## config.mk

```make
export PLATFORM = sky130hd
export DESIGN_NAME = pwm_audio_ctl
export DESIGN_NICKNAME = d
export VERILOG_FILES = /design/src/rtl/pwm_audio_pkg.sv /design/src/rtl/pwm_audio_rate.sv /design/src/rtl/pwm_audio_carrier.sv /design/src/rtl/pwm_audio_ctl.sv
export SDC_FILE = /design/constraint.sdc
export NUM_CORES = 1
export LEC_CHECK = 0
export BUFFER_PORTS_ARGS = -buffer_cell sky130_fd_sc_hd__buf_4
export CORE_MARGIN = 2
export CORE_UTILIZATION = 50
export DETAILED_ROUTE_END_ITERATION = 8
export PLACE_DENSITY = 0.77
export RECOVER_POWER = 25
export REMOVE_ABC_BUFFERS = 1
export SYNTH_ARGS = -nofsm -noshare
export SYNTH_HDL_FRONTEND = slang
export SYNTH_SLANG_ARGS = --single-unit
export TNS_END_PERCENT = 50
```

## constraint.sdc

```tcl
create_clock -name clk -period 2.17 [get_ports clk]
set_input_delay 0.1085 -clock clk [delete_from_list [all_inputs] [get_ports clk]]
set_output_delay 0.1085 -clock clk [all_outputs]
set_load 0.05 [all_outputs]
```

## src/rtl/pwm_audio_pkg.sv

```systemverilog
// Shared field positions of the audio sample register.
// Assumes a 32-bit register word with a 16-bit sample in the low half.
package pwm_audio_pkg;
    localparam int REG_W      = 32;
    localparam int SMP_W      = 16;
    localparam int BIT_CTL_EN = 16;  // control-update on write, ready on read
    localparam int BIT_GAIN   = 20;
    localparam int BIT_SHDN_N = 21;
endpackage

```

## src/rtl/pwm_audio_rate.sv

```systemverilog
// Sample-rate divider: pulses o_tick for one clock every PERIOD clocks.
// Assumes PERIOD >= 2. The first pulse comes PERIOD clocks after reset.
module pwm_audio_rate #(
    parameter int PERIOD = 10000
) (
    input  logic clk,
    input  logic rst_n,
    output logic o_tick
);
    localparam int CNT_W = $clog2(PERIOD);
    localparam logic [CNT_W-1:0] LAST = CNT_W'(PERIOD - 1);

    logic [CNT_W-1:0] cnt_q;

    assign o_tick = (cnt_q == LAST);

    // Count 0 .. PERIOD-1 and wrap.
    always_ff @(posedge clk) begin
        if (!rst_n)      cnt_q <= '0;
        else if (o_tick) cnt_q <= '0;
        else             cnt_q <= cnt_q + 1'b1;
    end
endmodule

```

## src/rtl/pwm_audio_carrier.sv

```systemverilog
// PWM carrier: compares a free-running PWM_W-bit counter with the top
// PWM_W bits of the offset-binary sample. The output is registered.
// Assumes i_sample is two's complement and PWM_W <= SMP_W.
module pwm_audio_carrier #(
    parameter int SMP_W = 16,
    parameter int PWM_W = 16
) (
    input  logic             clk,
    input  logic             rst_n,
    input  logic [SMP_W-1:0] i_sample,
    output logic             o_pwm
);
    logic [SMP_W-1:0] offset_bin;
    logic [PWM_W-1:0] level;
    logic [PWM_W-1:0] ramp_q;

    // Inverting the sign bit turns signed into offset binary.
    always_comb begin
        offset_bin = i_sample ^ {1'b1, {(SMP_W-1){1'b0}}};
        level      = offset_bin[SMP_W-1 -: PWM_W];
    end

    // Free-running ramp and compare register.
    always_ff @(posedge clk) begin
        if (!rst_n) begin
            ramp_q <= '0;
            o_pwm  <= 1'b0;
        end else begin
            ramp_q <= ramp_q + 1'b1;
            o_pwm  <= (ramp_q < level);
        end
    end
endmodule

```

## src/rtl/pwm_audio_ctl.sv

```systemverilog
// PWM audio sample controller top. It holds one queued sample and one
// playing sample. At each period boundary the queued sample moves into
// play and the ready interrupt rises. Writes with the control-enable bit
// set also load the amplifier gain and shutdown pins.
// Assumes one-cycle write strobes and combinational read decode upstream.
module pwm_audio_ctl #(
    parameter int CYCLES_PER_SAMPLE = 10000,
    parameter int PWM_W             = 16
) (
    input  logic        clk,
    input  logic        rst_n,
    input  logic        i_wr,
    input  logic [31:0] i_wdata,
    output logic [31:0] o_rdata,
    output logic        o_irq,
    output logic        o_pwm,
    output logic        o_gain,
    output logic        o_shutdown_n
);
    import pwm_audio_pkg::*;

    logic             smp_tick;
    logic [SMP_W-1:0] queued_q;
    logic             queued_full_q;
    logic [SMP_W-1:0] playing_q;
    logic             gain_q;
    logic             shdn_n_q;

    pwm_audio_rate #(.PERIOD(CYCLES_PER_SAMPLE)) u_rate (
        .clk    (clk),
        .rst_n  (rst_n),
        .o_tick (smp_tick)
    );

    // Sample queue: a boundary moves the queued sample into play; a write refills.
    always_ff @(posedge clk) begin
        if (!rst_n) begin
            queued_q      <= '0;
            queued_full_q <= 1'b0;
            playing_q     <= '0;
        end else begin
            if (smp_tick) begin
                if (queued_full_q) playing_q <= queued_q;
                queued_full_q <= 1'b0;
            end
            if (i_wr) begin
                queued_q      <= i_wdata[SMP_W-1:0];
                queued_full_q <= 1'b1;
            end
        end
    end

    // Amplifier control pins: loaded only by writes with the enable bit.
    always_ff @(posedge clk) begin
        if (!rst_n) begin
            gain_q   <= 1'b0;
            shdn_n_q <= 1'b0;
        end else if (i_wr && i_wdata[BIT_CTL_EN]) begin
            gain_q   <= i_wdata[BIT_GAIN];
            shdn_n_q <= i_wdata[BIT_SHDN_N];
        end
    end

    pwm_audio_carrier #(.SMP_W(SMP_W), .PWM_W(PWM_W)) u_carrier (
        .clk      (clk),
        .rst_n    (rst_n),
        .i_sample (playing_q),
        .o_pwm    (o_pwm)
    );

    // Read word assembly and pin outputs.
    always_comb begin
        o_rdata                 = '0;
        o_rdata[SMP_W-1:0]      = queued_q;
        o_rdata[BIT_CTL_EN]     = ~queued_full_q;
        o_rdata[BIT_GAIN]       = gain_q;
        o_rdata[BIT_SHDN_N]     = shdn_n_q;
        o_irq                   = ~queued_full_q;
        o_gain                  = gain_q;
        o_shutdown_n            = shdn_n_q;
    end
endmodule

```

==> impl_metrics.csv <==
group,metric,value,unit
status,status,"finished clean",
synthesis,yosys.area.top_type,"dfxtp_1",
synthesis,synth-edff-count,0,
worst_setup_path,end_kind,"register",
detailed_routing,viasPerCell,5.25,
sta,period_share,94.3,%
power_and_ir_drop,peakVddDrop,0.000470,V
sta,slew_headroom,48.9,%
global_route,antenna_found_initial,0,
cts,path_clk_slew,70,ps
sta,finalCriticalPeriod,2050,ps
finish,drive_gt1_share,18.7,%
detailed_routing,drcViolationCount,0,
cts,cts_root_buffer,"clkbuf_8",
power_and_ir_drop,p_leak,0.00146,uW
cts,clockBufferDepth,2,
detailed_routing,wl_per_cell,12.9,um
worst_setup_path,cp.required,2380,ps
cts,cts_tree,"built",
sta,rsz0062_at_grt,"false",
finish,fill_cells,513,
detailed_routing,antenna_left,0,
sta,setup_viol,0,
worst_setup_path,r2r_cells,4,
global_route,grt_use_met1,26.5,%
synthesis,yosysWarnings,0,
synthesis,ys_types,39,
worst_setup_path,crit_type,"reg -> reg",
sta,tightest_slew,766,ps
floorplanning,ios,71,
synthesis,synth_top_area_share,42.6,%
cts,cts_made_buffers,9,
worst_hold_path,hold_class,"in -> reg",
worst_setup_path,startpoint_type,"register",
finish,fin_util,62.9,%
job,drv_cap,0,
power_and_ir_drop,power.density,721,nW/um^2
global_route,overflow,0,
global_route,grt_pass1_vias,2350,
floorplanning,rows,28,
placed_design,port_buffers,44,
detailed_routing,vias,2531,
worst_setup_path,cp_max_fo,18,
worst_setup_path,critPathSlowestCell,"or4_4",
synthesis,avgSynthCellArea,8.87,um^2
floorplanning,fp.dieW,82.8,um
synthesis,netlist_area,3100,um^2
global_route,grt_max_degree,38,
global_route,use_met3,5.84,%
global_route,use_met2,31.7,%
synthesis,async_reset_ff_share,0,%
finish,antenna_cells,0,
worst_setup_path,worstPathCellList,"or4b_4 -> or4_4 -> nand2_4 -> o21ai_1",
sta,fmax,489,MHz
synthesis,yosys_register_bits,66,
global_route,grt-busiest-layer,"met2",
cts,cts.sinks,66,
floorplanning,dieArea,6850,um^2
sta,hold_viol,0,
finish,layout.cells.most_common,"dfxtp_1",
detailed_routing,wl,6240,um
sta,fin_skew,5.72,ps
synthesis,synthCells,350,
detailed_routing,drt-initial-drc-count,121,
synthesis,synth_area_leaders,"dfxtp_1 43%, ha_1 6.9%, nor2_1 5.7%",
cts,insertion_delay,350,ps
sta,fin_setup_tns,0,ps
floorplanning,core_area,5960,um^2
global_route,grt_pass1_wl,10600,um
detailed_routing,drtPass1Iterations,4,
worst_setup_path,slowest_delay,690,ps
placed_design,hpwl,4320,um
worst_hold_path,hold_depth,3,
finish,area_delta_synth_final,20.7,%
worst_setup_path,worstPathArrival,2250,ps
synthesis,synth-main-ff-cell,"dfxtp_1",
floorplanning,initial_core_util,52.1,%
floorplanning,die_h,82.8,um
finish,fin_nets,455,
sta,final_max_slew_viol_count,0,
placed_design,gp_congestion,0.845,
global_route,grt_use_total,20.6,%
synthesis,ys_seq_area_share,42.6,%
finish,mostFrequentLayoutCells,"66 x dfxtp_1, 47 x nor2_1, 46 x buf_4, 29 x nand3_1, 27 x a21oi_1",
cts,cts-htree-levels,3,
## registers in the layout (all words and copies together) (netlist names)
signal,cells
playing_q,16
queued_q,16
u_carrier.ramp_q,16
u_rate.cnt_q,14
o_gain,1
o_shutdown_n,1
queued_full_q,1
u_carrier.o_pwm,1
## path summary, 6_finish.rpt
kind	from	endpoint	slack [ps]
worst max-delay path	u_rate.cnt_q[11]	queued_full_q	120
worst min-delay path	i_wdata[6]	queued_q[6]	10
worst max register to register	u_rate.cnt_q[11]	queued_full_q	120
worst min register to register	playing_q[7]	playing_q[7]	460
## per-stage QoR
stage                     power, uW  instance area (um^2)  hold WS (ps)  cells  worst slack, ps
after floorplan                1500                  2950           223    332              196
after global placement         1600                  3420           340    455              109
after detailed placement       1610                  3420           349    455             62.2
after CTS                      2720                  3740         0.236    482             51.9
after global routing           2800                  3750          2.40    482             72.9
final                          2700                  3750          11.5    482              124
## critical path: cells and delay by family (launching register included)
kind | cells | cell delay [ps]
compound gates | 1 | 80
flops | 1 | 350
simple gates | 3 | 1480
## report_power, final
| group | switching [uW] | leakage [uW] | internal, uW |
|---|---|---|---|
| sequential | 26.9 | 0.000537 | 1240 |
| clock | 468 | 0.000105 | 633 |
| combinational | 226 | 0.000819 | 105 |
## synth_stat cells (3+ instances only)
library cell,instances
xnor2_1,19
nor3_1,6
mux2i_1,17
nand3_1,29
clkbuf_1,10
xor2_1,3
dfxtp_1,66
o21ai_1,8
nor4_1,6
nand2_1,13
inv_1,20
buf_4,17
ha_1,17
o21ai_0,6
nand4_1,6
o21ai_2,9
nor2_1,47
a21oi_1,27
## area by class of cell
| cell class | count | area (um^2) | share of cell area (%) |
|---|---|---|---|
| well taps | 75 | 93.8 | 2.51 |
| repair buffers | 60 | 489 | 13.1 |
| multi-input cells | 245 | 1560 | 41.5 |
| clock inverters | 6 | 82.6 | 2.20 |
| clock buffers | 9 | 124 | 3.31 |
| inverters | 21 | 78.8 | 2.10 |
| flip-flops and latches | 66 | 1320 | 35.3 |
## cell families after synthesis
kind of cell	count (synthesis)	synth area share (%)
AOI/OAI and AO/OA	54	10.3
xor gates and xnor gates	22	6.21
adders and majority gates	17	6.85
buffers and inverters	51	8.87
DFF	66	42.6
muxes	17	5.48
other	1	0.121
and+or+nand+nor	122	19.6
## layer usage
| metal | share of wire (%) | wire length (um) |
|---|---|---|
| met1 | 47 | 2920 |
| met2 | 47 | 2910 |
| met3 | 4.1 | 257 |
| met4 | 2.3 | 142 |
| met5 | 0 | 0 |
## repair_timing
| action | in CTS | in global routing |
|---|---|---|
| endpoints found under the hold margin | 12 | 0 |
| endpoints found under the setup margin | 0 | 1 |
| gates resized for setup | 0 | 1 |
| hold buffers | 12 | 0 |
| setup buffers | 0 | 0 |
(Power assumes the default switching activity.)
